**src/rtl/sdram_init_pkg.sv**
```systemverilog
package sdram_init_pkg;

    typedef enum logic [2:0] {
        ST_SETTLE      = 3'd0,
        ST_PRECH       = 3'd1,
        ST_PRECH_GAP   = 3'd2,
        ST_REFRESH     = 3'd3,
        ST_REFRESH_GAP = 3'd4,
        ST_LOADMODE    = 3'd5,
        ST_MODE_GAP    = 3'd6,
        ST_READY       = 3'd7
    } init_state_e;

    typedef struct packed {
        logic cs_n;
        logic ras_n;
        logic cas_n;
        logic we_n;
    } sd_cmd_t;

    localparam sd_cmd_t CMD_INHIBIT  = 4'b1111;
    localparam sd_cmd_t CMD_NOP      = 4'b0111;
    localparam sd_cmd_t CMD_PRECH    = 4'b0010;
    localparam sd_cmd_t CMD_REFRESH  = 4'b0001;
    localparam sd_cmd_t CMD_LOADMODE = 4'b0000;

    // Command presented on the pins while the machine sits in a state.
    function automatic sd_cmd_t cmd_of(init_state_e s);
        sd_cmd_t c;
        unique case (s)
            ST_PRECH:    c = CMD_PRECH;
            ST_REFRESH:  c = CMD_REFRESH;
            ST_LOADMODE: c = CMD_LOADMODE;
            default:     c = CMD_NOP;
        endcase
        return c;
    endfunction

    function automatic int max_of(int a, int b);
        return (a > b) ? a : b;
    endfunction

endpackage

```
**src/rtl/init_gap_timer.sv**
```systemverilog
module init_gap_timer #(
    parameter int W       = 16,
    parameter int RST_VAL = 1
) (
    input  logic         clk,
    input  logic         rst,
    input  logic         load,
    input  logic [W-1:0] load_val,
    output logic         expired
);

    logic [W-1:0] cnt;

    always_ff @(posedge clk) begin
        if (rst) begin
            cnt <= W'(RST_VAL);
        end else if (load) begin
            cnt <= load_val;
        end else if (cnt != '0) begin
            cnt <= cnt - 1'b1;
        end
    end

    assign expired = (cnt == '0);

    // an unloaded, non-zero count steps down by exactly one per cycle
    p_count_down_r3: assert property (@(posedge clk) disable iff (rst)
        (!load && cnt != '0) |=> (cnt == $past(cnt) - 1'b1));

endmodule

```
**src/rtl/init_refresh_tally.sv**
```systemverilog
module init_refresh_tally #(
    parameter int NREF = 8
) (
    input  logic clk,
    input  logic rst,
    input  logic bump,
    output logic full
);

    localparam int CW = $clog2(NREF + 1);

    logic [CW-1:0] count;

    always_ff @(posedge clk) begin
        if (rst) begin
            count <= '0;
        end else if (bump && count != CW'(NREF)) begin
            count <= count + 1'b1;
        end
    end

    assign full = (count == CW'(NREF));

    // the tally never passes the programmed refresh total
    p_tally_bound_r5: assert property (@(posedge clk) disable iff (rst)
        count <= CW'(NREF));

    // no refresh is requested once the total has been reached
    p_no_extra_refresh_r8: assert property (@(posedge clk) disable iff (rst)
        full |-> !bump);

endmodule

```
**src/rtl/init_pin_reg.sv**
```systemverilog
module init_pin_reg
    import sdram_init_pkg::*;
#(
    parameter int                ADDR_W   = 13,
    parameter int                BA_W     = 2,
    parameter int                AP_BIT   = 10,
    parameter logic [ADDR_W-1:0] MODE_VAL = 'h030
) (
    input  logic              clk,
    input  logic              rst,
    input  init_state_e       st_nx,
    output sd_cmd_t           cmd,
    output logic [ADDR_W-1:0] addr,
    output logic [BA_W-1:0]   ba,
    output logic              ready
);

    localparam logic [ADDR_W-1:0] ALLBANK_ADDR = ADDR_W'(1) << AP_BIT;

    logic [ADDR_W-1:0] addr_nx;

    always_comb begin
        unique case (st_nx)
            ST_PRECH:    addr_nx = ALLBANK_ADDR;
            ST_LOADMODE: addr_nx = MODE_VAL;
            default:     addr_nx = '0;
        endcase
    end

    // Pins load from the next state so they line up with the state register.
    always_ff @(posedge clk) begin
        if (rst) begin
            cmd   <= CMD_INHIBIT;
            addr  <= '0;
            ba    <= '0;
            ready <= 1'b0;
        end else begin
            cmd   <= cmd_of(st_nx);
            addr  <= addr_nx;
            ba    <= '0;
            ready <= (st_nx == ST_READY);
        end
    end

    // once raised, ready persists and the pins idle on NOP
    p_ready_holds_r7: assert property (@(posedge clk) disable iff (rst)
        ready |=> (ready && cmd == CMD_NOP));

endmodule

```
**src/rtl/sdram_pwrup_seq.sv**
```systemverilog
module sdram_pwrup_seq
    import sdram_init_pkg::*;
#(
    parameter int                CLK_MHZ   = 200,
    parameter int                SETTLE_US = 200,
    parameter int                TRP       = 3,
    parameter int                TRFC      = 9,
    parameter int                TMRD      = 2,
    parameter int                NREF      = 8,
    parameter int                ADDR_W    = 13,
    parameter int                BA_W      = 2,
    parameter int                DQM_W     = 2,
    parameter logic [ADDR_W-1:0] MODE_VAL  = 'h030
) (
    input  logic              clk,
    input  logic              rst,
    output logic              sd_cke,
    output logic              sd_cs_n,
    output logic              sd_ras_n,
    output logic              sd_cas_n,
    output logic              sd_we_n,
    output logic [BA_W-1:0]   sd_ba,
    output logic [ADDR_W-1:0] sd_addr,
    output logic [DQM_W-1:0]  sd_dqm,
    output logic              init_done,
    output logic [2:0]        dbg_state
);

    localparam int WAIT_CYC = max_of(CLK_MHZ * SETTLE_US, 2);
    localparam int TRP_EFF  = max_of(TRP, 2);
    localparam int TRFC_EFF = max_of(TRFC, 2);
    localparam int TMRD_EFF = max_of(TMRD, 2);
    localparam int NREF_EFF = max_of(NREF, 8);
    localparam int SPAN     = max_of(WAIT_CYC, max_of(TRFC_EFF, max_of(TRP_EFF, TMRD_EFF)));
    localparam int TW       = $clog2(SPAN + 1);

    localparam logic [TW-1:0] LD_TRP  = TW'(TRP_EFF - 2);
    localparam logic [TW-1:0] LD_TRFC = TW'(TRFC_EFF - 2);
    localparam logic [TW-1:0] LD_TMRD = TW'(TMRD_EFF - 2);

    init_state_e   state, st_nx;
    logic          tmr_load;
    logic [TW-1:0] tmr_val;
    logic          tmr_done;
    logic          ref_bump;
    logic          ref_full;
    sd_cmd_t       pin_cmd;

    // State register
    always_ff @(posedge clk) begin
        if (rst) begin
            state <= ST_SETTLE;
        end else begin
            state <= st_nx;
        end
    end

    // Next state, timer loads and refresh bump
    always_comb begin
        st_nx    = state;
        tmr_load = 1'b0;
        tmr_val  = '0;
        ref_bump = 1'b0;
        unique case (state)
            ST_SETTLE: begin
                if (tmr_done) st_nx = ST_PRECH;
            end
            ST_PRECH: begin
                st_nx    = ST_PRECH_GAP;
                tmr_load = 1'b1;
                tmr_val  = LD_TRP;
            end
            ST_PRECH_GAP: begin
                if (tmr_done) st_nx = ST_REFRESH;
            end
            ST_REFRESH: begin
                st_nx    = ST_REFRESH_GAP;
                tmr_load = 1'b1;
                tmr_val  = LD_TRFC;
                ref_bump = 1'b1;
            end
            ST_REFRESH_GAP: begin
                if (tmr_done) st_nx = ref_full ? ST_LOADMODE : ST_REFRESH;
            end
            ST_LOADMODE: begin
                st_nx    = ST_MODE_GAP;
                tmr_load = 1'b1;
                tmr_val  = LD_TMRD;
            end
            ST_MODE_GAP: begin
                if (tmr_done) st_nx = ST_READY;
            end
            ST_READY: begin
                st_nx = ST_READY;
            end
            default: begin
                st_nx = ST_SETTLE;
            end
        endcase
    end

    init_gap_timer #(
        .W       (TW),
        .RST_VAL (WAIT_CYC - 1)
    ) u_timer (
        .clk      (clk),
        .rst      (rst),
        .load     (tmr_load),
        .load_val (tmr_val),
        .expired  (tmr_done)
    );

    init_refresh_tally #(
        .NREF (NREF_EFF)
    ) u_tally (
        .clk  (clk),
        .rst  (rst),
        .bump (ref_bump),
        .full (ref_full)
    );

    init_pin_reg #(
        .ADDR_W   (ADDR_W),
        .BA_W     (BA_W),
        .AP_BIT   (10),
        .MODE_VAL (MODE_VAL)
    ) u_pins (
        .clk   (clk),
        .rst   (rst),
        .st_nx (st_nx),
        .cmd   (pin_cmd),
        .addr  (sd_addr),
        .ba    (sd_ba),
        .ready (init_done)
    );

    // Output process
    always_comb begin
        sd_cs_n   = pin_cmd.cs_n;
        sd_ras_n  = pin_cmd.ras_n;
        sd_cas_n  = pin_cmd.cas_n;
        sd_we_n   = pin_cmd.we_n;
        sd_cke    = 1'b1;
        sd_dqm    = '1;
        dbg_state = state;
    end

    // precharge lasts one cycle and is followed by its gap
    p_prech_one_cycle_r4: assert property (@(posedge clk) disable iff (rst)
        (state == ST_PRECH) |=> (state == ST_PRECH_GAP));

    // precharge is entered only from the settle wait
    p_settle_first_r3: assert property (@(posedge clk) disable iff (rst)
        (state == ST_PRECH) |-> ($past(state) == ST_SETTLE));

    // every refresh command is a single cycle followed by its gap
    p_refresh_single_r5: assert property (@(posedge clk) disable iff (rst)
        (state == ST_REFRESH) |=> (state == ST_REFRESH_GAP));

    // the mode load is reached only with the full refresh count done
    p_mode_after_refresh_r6: assert property (@(posedge clk) disable iff (rst)
        (state == ST_LOADMODE) |-> ref_full);

    // reset wins over any step of the machine
    p_reset_restart_r9: assert property (@(posedge clk)
        rst |=> (state == ST_SETTLE && !init_done && pin_cmd == CMD_INHIBIT));

endmodule

```
**config.mk**
```make
export PLATFORM = sky130hd
export DESIGN_NAME = sdram_pwrup_seq
export DESIGN_NICKNAME = d
export VERILOG_FILES = /design/src/rtl/sdram_init_pkg.sv /design/src/rtl/init_gap_timer.sv /design/src/rtl/init_refresh_tally.sv /design/src/rtl/init_pin_reg.sv /design/src/rtl/sdram_pwrup_seq.sv
export SDC_FILE = /design/constraint.sdc
export NUM_CORES = 1
export LEC_CHECK = 0
export BUFFER_PORTS_ARGS = -buffer_cell sky130_fd_sc_hd__buf_2
export CAP_MARGIN = 20
export CORE_ASPECT_RATIO = 1.2
export CORE_MARGIN = 2
export CORE_UTILIZATION = 45
export DETAILED_ROUTE_END_ITERATION = 6
export PLACE_DENSITY = 0.69
export SYNTH_ARGS = -nofsm -noshare
export SYNTH_HDL_FRONTEND = slang
export SYNTH_HIERARCHICAL = 1
export SYNTH_SLANG_ARGS = --single-unit
```
**constraint.sdc**
```tcl
create_clock -name clk -period 2.19 [get_ports clk]
set_clock_uncertainty 0.2 [all_clocks]
set_input_delay 0.219 -clock clk [delete_from_list [all_inputs] [get_ports clk]]
set_output_delay 0.219 -clock clk [all_outputs]
set_load 0.005 [all_outputs]
```
==> results.py, run 1 <==
metrics = {
    "final_layout": {
        "syn2layout_area_growth_pct": 22.03,
        "final_core_util": 0.5674,
        "multiInputGateArea_sq_mm": 0.001055,
        "n_antenna_cell": 0,
        "regArea_sq_um": 604.3,
        "fillers": 338,
        "final_cell_count_no_fill": 273,
        "drive_above_1_share": 0.3120,
        "nets": 238,
        "design_area_sq_mm": 0.002044,
    },
    "global_route": {
        "grt-busiest-layer": "met2",
        "grt.met3_usage": 0.04936,
        "met1_usage": 0.1989,
        "met2_usage": 0.2754,
        "grt_pass1_wl_mm": 5.478,
        "antenna_found_initial": 0,
        "grt_start_max_net_pins": 27,
        "grt_pass1_vias": 1269,
        "gr-total-overflow": 0,
        "grt_usage": 0.1681,
    },
    "drt": {
        "drt_iter0_drc": 60,
        "routed-via-count": 1395,
        "drc": 0,
        "firstDrtPassIters": 4,
        "ant_nets": 0,
        "avgRoutedWirePerCell_um": 11.81,
        "viasPerCell": 5.110,
        "wl_mm": 3.223,
    },
    "critical_path": {
        "required_ps": 2170,
        "crit_buf_inv": 1,
        "crit_type": "flop to flop",
        "cp-start-kind": "flop",
        "critPathCaptureType": "flop",
        "reg2reg_depth": 7,
        "crit_chain": "or4_4 -> nor4_4 -> buf_4 -> nand3b_1 -> a21oi_2 -> xor2_1 -> nand2_1",
        "max_stage_delay_ps": 560,
        "rrSetupSlack_ps": 40,
        "reg2reg_from": "u_timer/cnt[13]",
        "cp_max_fo": 4,
        "path_delay_family": "simple AND/OR/NAND/NOR gates",
        "r2r_end": "u_pins/cmd[1]",
        "cp_slowest_cell": "or4_4",
        "cp.arrival_ps": 2130,
    },
    "timing": {
        "fin_worst_hold_slack_ps": 109.7,
        "slew_viol_final": 0,
        "min_period_ps": 2150,
        "setup_viol": 0,
        "max_freq_ghz": 0.4651,
        "finalSetupTns_ps": 0,
        "setup_slack_ps": 39.74,
        "final.period_utilization": 0.9819,
        "rsz0062_at_grt": "yes",
        "final_hold_viol_count": 0,
    },
    "synth": {
        "ys.flop_type": "dfxtp_1",
        "synth_area_per_cell_sq_um": 8.681,
        "ys_ff_latch": 30,
        "yosys-top-cells-area": "dfxtp_1 (36%), buf_4 (7.2%), a21oi_1 (3.6%)",
        "synth_top_area_share": 0.3585,
        "yosysWarnings": 6,
        "netlist_area_sq_mm": 0.001675,
        "syn_inst": 193,
        "netlist-cell-type-count": 52,
        "seq_area_frac_synth": 0.3585,
        "synth_edf_count": 0,
        "synth-async-reset-ratio": 0,
        "synth_area_leader_cell": "dfxtp_1",
    },
    "worst_hold_path": {
        "min_from": "rst",
        "hold_path_end": "u_pins/cmd[3]",
        "hold_path_class": "input pin to flop",
        "holdPathStages": 1,
    },
    "outcome": {
        "status": "completed",
    },
    "placement": {
        "pre_cts_ws_ps": 38.57,
        "dp_hpwl_mm": 2.312,
        "gp_congestion": 0.7882,
        "place_inst": 265,
        "place_area_sq_mm": 0.001907,
        "port_buffers": 12,
    },
    "die": {
        "die_area_sq_mm": 0.004229,
        "die_y_um": 70.84,
        "num_io_pins": 28,
        "core_sq_mm": 0.003603,
        "die_w_um": 59.70,
        "fp-row-count": 24,
        "start_util": 0.4649,
    },
    "clock_tree": {
        "cts_sinks": 30,
        "clk_latency_ps": 280,
        "cts_root_buffer": "clkbuf_8",
        "htreeDepth": 2,
        "cts_tree": "built",
        "clkTransAtPathRegs_ps": 60,
        "post_cts_buffers": 0,
        "cts_buffers": 5,
        "cts_buffer_depth": 2,
    },
    "power_and_ir_drop": {
        "comb_power_share": 0.053,
        "p_switching_mw": 0.2436,
        "power_density_mw_per_mm2": 523.8,
        "p_int_mw": 0.8273,
        "clkPwrFrac": 0.427,
        "power_frac_seq": 0.520,
        "swShare": 0.2275,
        "p_total_mw": 1.071,
        "vdd_drop_max_v": 0.0002587,
        "p_leak_nw": 0.8351,
    },
    "job": {
        "maxCapViolCount": 0,
    },
}
power by group through the flow:
stage	logic [mW]	registers, mW	clock network, mW
2_1_floorplan	0.0580	0.570	0
4_1_cts	0.0561	0.556	0.475
3_3_place_gp	0.0553	0.569	0
6_report	0.0564	0.557	0.458
3_5_place_dp	0.0560	0.569	0
5_1_grt	0.0653	0.557	0.493
worst max-delay path by stage:
| stage | to | depth (start not counted) | slack (ps) | start |
|---|---|---|---|---|
| after floorplan | u_pins/cmd[1] | 7 | 20 | u_timer/cnt[12] |
| after global placement | u_timer/cnt[14] | 6 | 30 | u_timer/cnt[7] |
| after detailed placement | u_pins/cmd[1] | 7 | 40 | u_timer/cnt[15] |
| after CTS | u_timer/cnt[14] | 6 | 10 | u_timer/cnt[7] |
| after global routing | u_pins/cmd[1] | 7 | -80 | u_timer/cnt[13] |
| final | u_pins/cmd[1] | 7 | 40 | u_timer/cnt[13] |
repair_timing:
action / CTS / global route
hold buffers: 0 / 0
setup endpoints to repair: 0 / 10
endpoints found under the hold margin: 0 / 0
gates resized for setup: 0 / 10
layout make-up:
cell class | instances | share of cell area
multi-input cells | 157 | 0.5159
clock inverters | 1 | 0.002448
clock buffers | 7 | 0.04223
flip-flops and latches | 30 | 0.2956
inverters | 8 | 0.01469
well taps | 39 | 0.02387
repair buffers | 31 | 0.1053
Yosys cell counts, drive strengths merged, types with 3 or more instances:
master / n
nand2: 17
dfxtp: 30
xor2: 5
nand2b: 4
a21o: 4
ha: 3
o21ai: 8
or4: 5
nand3: 4
clkbuf: 5
xnor2: 3
nand4: 3
inv: 8
buf: 18
conb: 3
nor3b: 3
nor4: 7
a21oi: 13
nor2: 13
nor3: 5
cell families (layout without fill, tap and decap cells):
kind of cell / count (synthesis) / count (layout) / share of synthesized area
AND/OR/NAND/NOR: 75 / 75 / 0.2704
other: 3 / 28 / 0.006721
multiplexers: 1 / 1 / 0.005975
buffers and inverters: 31 / 47 / 0.1105
adder cells (fa/ha/maj): 3 / 3 / 0.02241
XOR/XNOR: 8 / 8 / 0.04182
AO/OA/AOI/OAI: 42 / 42 / 0.1837
flip-flops: 30 / 30 / 0.3585
sequential cells by signal, summed over array words and instances (netlist names):
name / count
u_timer/cnt: 16
u_pins/ready: 1
u_tally/count: 4
u_pins/cmd: 4
u_pins/addr: 2
dbg_state: 3
cells in the final DEF (no fill, tap or decap), drive strengths merged, types with 7 or more instances in the layout:
cell type	instances
dfxtp	30
inv	8
buf	31
a21oi	13
nor4	7
clkbuf	7
nand2	17
conb	28
o21ai	8
nor2	13
metal layers:
metal,routed length [um],share of wire,vias up
li1,-,-,724
met1,1430,0.44,637
met2,1595,0.49,29
met3,134,0.042,5
met4,63,0.020,0
met5,0,0,-
Power figures use the tool's default switching activity.
==> run 2: changes to the inputs <==
PLACE_DENSITY = 0.66   (was 0.69)
clock period = 2.75 ns   (was 2.19 ns; I/O delays follow)
==> results.py, run 2 (synthesis gave the netlist of run 1 again) <==
metrics = {
    "drt": {
        "drt_iter0_drc": 87,
        "avgRoutedWirePerCell_um": 11.35,
        "ant_nets": 0,
        "drc": 0,
        "viasPerCell": 5.119,
        "wl_mm": 2.951,
        "routed-via-count": 1331,
        "firstDrtPassIters": 4,
    },
    "die": {
        "start_util": 0.4649,
        "die_area_sq_mm": 0.004229,
        "die_y_um": 70.84,
        "num_io_pins": 28,
        "fp-row-count": 24,
        "core_sq_mm": 0.003603,
        "die_w_um": 59.70,
    },
    "critical_path": {
        "reg2reg_from": "u_timer/cnt[0]",
        "crit_start": "u_timer/cnt[0]",
        "cp.arrival_ps": 2450,
        "crit_type": "flop to flop",
        "rrSetupSlack_ps": 280,
        "critPathCaptureType": "flop",
        "crit_end": "u_pins/cmd[1]",
        "r2r_end": "u_pins/cmd[1]",
        "cp_max_fo": 4,
        "cp-start-kind": "flop",
        "reg2reg_depth": 10,
        "required_ps": 2720,
    },
    "clock_tree": {
        "cts_tree": "built",
        "htreeDepth": 2,
        "cts_sinks": 30,
        "cts_root_buffer": "clkbuf_8",
        "cts_buffers": 5,
        "cts_buffer_depth": 2,
        "clk_latency_ps": 280,
        "clkTransAtPathRegs_ps": 60,
    },
    "timing": {
        "setup_viol": 0,
        "setup_slack_ps": 277.1,
        "slew_viol_final": 0,
        "fin_worst_hold_slack_ps": 177.9,
        "min_period_ps": 2473,
        "final.period_utilization": 0.8992,
        "rsz0062_at_grt": "no",
        "finalSetupTns_ps": 0,
        "final_hold_viol_count": 0,
        "max_freq_ghz": 0.4044,
    },
    "final_layout": {
        "reg_top3": "u_timer/cnt (16), u_pins/cmd (4), u_tally/count (4)",
        "regArea_sq_um": 600.6,
        "final_cell_mix": "dfxtp_1 (30), conb_1 (28), nand2_1 (16)",
        "largest_register": "u_timer/cnt",
        "fillers": 349,
        "final_common_cell": "dfxtp_1",
        "final_core_util": 0.5222,
        "multiInputGateArea_sq_um": 987.2,
        "drive_above_1_share": 0.2036,
        "syn2layout_area_growth_pct": 12.32,
        "nets": 225,
        "final_cell_count_no_fill": 260,
        "largest_register_ffs": 16,
        "design_area_sq_mm": 0.001882,
        "n_antenna_cell": 0,
    },
    "placement": {
        "place_area_sq_mm": 0.001768,
        "dp_hpwl_mm": 2.131,
        "place_inst": 252,
        "pre_cts_ws_ps": 259.7,
        "gp_congestion": 0.7935,
        "port_buffers": 12,
    },
    "global_route": {
        "grt_pass1_vias": 1102,
        "grt_pass1_wl_mm": 5.023,
        "gr-total-overflow": 0,
        "grt_usage": 0.1531,
        "grt_start_max_net_pins": 27,
        "antenna_found_initial": 0,
    },
    "worst_hold_path": {
        "hold_path_class": "input pin to flop",
    },
    "outcome": {
        "status": "completed",
    },
    "power_and_ir_drop": {
        "p_total_mw": 0.8884,
        "vdd_drop_max_v": 0.0002680,
        "p_leak_nw": 0.7653,
        "power_density_mw_per_mm2": 472.1,
    },
    "job": {
        "maxCapViolCount": 0,
    },
}
## run 2: timing repair
item,CTS,global route
gates resized for setup,0,1
setup endpoints to repair,0,3
buffers inserted,0,0
hold buffers,0,0
## run 2: report_power, final
part	total (mW)	internal, mW	leakage [nW]	switching, mW
Sequential	0.444	0.439	0.243	0.00451
Combinational	0.0365	0.0131	0.465	0.0233
Clock	0.408	0.252	0.0575	0.156
Total	0.888	0.705	0.765	0.184
## run 2: layout make-up
class                   instances  share of cell area
multi-input cells             157              0.5246
well taps                      39             0.02593
repair buffers                 18             0.05585
flip-flops and latches         30              0.3191
clock buffers                   8             0.05851
inverters                       8             0.01596
## run 2: worst max-delay path: stages, from the launching register on
cell,delay [ps]
dfxtp_1,340
inv_1,80
ha_1,190
nor3b_1,340
nand2_1,90
nor4_1,390
buf_4,190
nor2b_1,190
a21oi_1,150
xor2_1,150
nand2_1,60
## run 2: how the worst min path moves through the flow
stage | start | end | slack, ps | depth (start not counted)
floorplan | rst | u_pins/cmd[3] | 100 | 0
global placement | u_tally/count[2] | u_tally/count[2] | 290 | 2
detailed placement | u_tally/count[2] | u_tally/count[2] | 300 | 2
CTS | rst | u_pins/cmd[3] | 180 | 1
global route | rst | u_pins/cmd[3] | 200 | 1
finish | rst | u_pins/cmd[3] | 180 | 1
## run 2: metal layers
metal	vias to the layer above	share of wire	wire, um	GRT usage
met5	-	0	0	0
met1	594	0.46	1352	0.2057
met2	32	0.48	1422	0.2331
li1	699	-	-	-
met4	0	0.013	37	0.05926
met3	6	0.047	139	0.03839
==> run 3: changes to the inputs <==
CORE_MARGIN = not set   (was 2)
RECOVER_POWER = 100   (was not set)
SETUP_SLACK_MARGIN = 0.1   (was not set)
==> results.py, run 3 (synthesis gave the netlist of run 1 again) <==
metrics = {
    "final_layout": {
        "final_cell_mix": "dfxtp_1 (30), conb_1 (28), nand2_1 (17)",
        "fillers": 349,
        "n_antenna_cell": 0,
        "final_cell_count_no_fill": 259,
        "largest_register_ffs": 16,
        "drive_above_1_share": 0.1441,
        "reg_top3": "u_timer/cnt (16), u_pins/cmd (4), u_tally/count (4)",
        "syn2layout_area_growth_pct": 8.364,
        "largest_register": "u_timer/cnt",
        "final_common_cell": "dfxtp_1",
        "design_area_sq_mm": 0.001815,
        "nets": 226,
    },
    "clock_tree": {
        "cts_sinks": 30,
        "hold_buffers": 0,
        "cts_tree": "built",
        "post_cts_resized": 0,
        "htreeDepth": 2,
        "clkTransAtPathRegs_ps": 60,
        "cts_buffer_depth": 2,
        "post_cts_buffers": 0,
        "cts_root_buffer": "clkbuf_8",
        "clk_latency_ps": 280,
        "cts_buffers": 5,
    },
    "die": {
        "die_y_um": 68.84,
        "start_util": 0.4851,
        "core_sq_mm": 0.003453,
        "die_area_sq_mm": 0.003972,
        "fp-row-count": 23,
        "die_w_um": 57.70,
        "num_io_pins": 28,
    },
    "placement": {
        "place_inst": 251,
        "gp_congestion": 0.7711,
        "port_buffers": 12,
        "dp_hpwl_mm": 2.207,
        "place_area_sq_mm": 0.001777,
    },
    "power_and_ir_drop": {
        "comb_power_share": 0.041,
        "power_density_mw_per_mm2": 459.7,
        "clkPwrFrac": 0.427,
        "p_leak_nw": 0.7405,
        "swShare": 0.2185,
        "p_int_mw": 0.6522,
        "power_frac_seq": 0.532,
        "p_switching_mw": 0.1823,
        "vdd_drop_max_v": 0.0002573,
    },
    "critical_path": {
        "cp-start-kind": "flop",
        "cp_slowest_cell": "or4_1",
        "cp_max_fo": 7,
        "required_ps": 2710,
        "critPathCaptureType": "flop",
        "crit_chain": "inv_1 -> ha_1 -> or3b_1 -> or4_1 -> a2bb2o_1 -> nor3_1",
        "max_stage_delay_ps": 700,
        "crit_type": "flop to flop",
        "cp.arrival_ps": 2410,
    },
    "timing": {
        "min_period_ps": 2450,
        "slew_viol_final": 0,
        "final_hold_viol_count": 0,
        "rsz0062_at_grt": "no",
        "final.period_utilization": 0.8911,
        "relSlewSlack": 0.2624,
        "setup_viol": 0,
        "finalSetupTns_ps": 0,
        "worst_pin_slew_ps": 1106,
        "max_freq_ghz": 0.4081,
    },
    "drt": {
        "avgRoutedWirePerCell_um": 12.10,
        "drt_iter0_drc": 61,
        "drc": 3,
        "firstDrtPassIters": 7,
        "wl_mm": 3.135,
        "viasPerCell": 5.228,
        "routed-via-count": 1354,
        "ant_nets": 0,
    },
    "global_route": {
        "gr-total-overflow": 0,
        "antenna_found_initial": 0,
        "grt_usage": 0.1707,
        "grt_start_max_net_pins": 26,
        "grt_pass1_vias": 1223,
        "grt_pass1_wl_mm": 5.147,
    },
    "outcome": {
        "violations": "DRC",
        "status": "finished, violations left",
    },
    "job": {
        "maxCapViolCount": 0,
    },
    "worst_hold_path": {
        "hold_path_class": "flop to flop",
    },
}
-- run 3: cell types whose count changed in the layout (fill, tap and decap cells not counted), sizes merged --
cell    delta
buf        -5
clkinv     +1
clkbuf     +5
-- run 3: power groups by stage --
stage | Clock, mW | Sequential [mW] | Combinational (mW)
3_3_place_gp | 0 | 0.453 | 0.0366
3_5_place_dp | 0 | 0.453 | 0.0367
6_report | 0.357 | 0.444 | 0.0338
5_1_grt | 0.386 | 0.444 | 0.0402
4_1_cts | 0.368 | 0.444 | 0.0367
2_1_floorplan | 0 | 0.453 | 0.0438
-- run 3: worst max-delay path: cells and delay by family, from the launching register on --
kind	cells	cell delay [ps]
buffers and inverters	1	90
and+or+nand+nor	3	1200
DFF	1	340
AOI/OAI and AO/OA	1	310
adders and majority gates	1	190
-- run 3: final timing paths --
check	start	endpoint	slack, ps	cells past startpoint
worst min-delay path	u_tally/count[2]	u_tally/count[2]	300	2
worst max-delay path	u_timer/cnt[0]	u_timer/cnt[5]	300	6
worst min register to register	u_tally/count[2]	u_tally/count[2]	300	2
worst max register to register	u_timer/cnt[0]	u_timer/cnt[5]	300	6
-- run 3: area by class of cell --
class	count	area, sq um	share of cell area
multi-input cells	157	944.7	0.5203
well taps	37	46.29	0.02550
flip-flops and latches	30	600.6	0.3308
repair buffers	19	102.6	0.05651
clock buffers	7	86.33	0.04755
clock inverters	1	5.005	0.002757
inverters	8	30.03	0.01654
-- run 3: per-layer routing --
metal  GRT usage  wire, um
met2      0.3023      1512
met3     0.05597       128
met5           0         0
met1      0.1916      1473
met4     0.06548        21
-- run 3: stage by stage --
stage                     power (mW)    util  setup WS [ps]  hold WS [ps]
final                         0.8345  0.5257          299.5         297.1
after global routing          0.8706  0.5257          183.4         337.1
after CTS                     0.8479  0.5409          335.8         181.4
after detailed placement      0.4901  0.5145          384.2         295.2
after global placement        0.4896  0.5145          418.8         293.3
after floorplan               0.4964       -          393.9         102.7
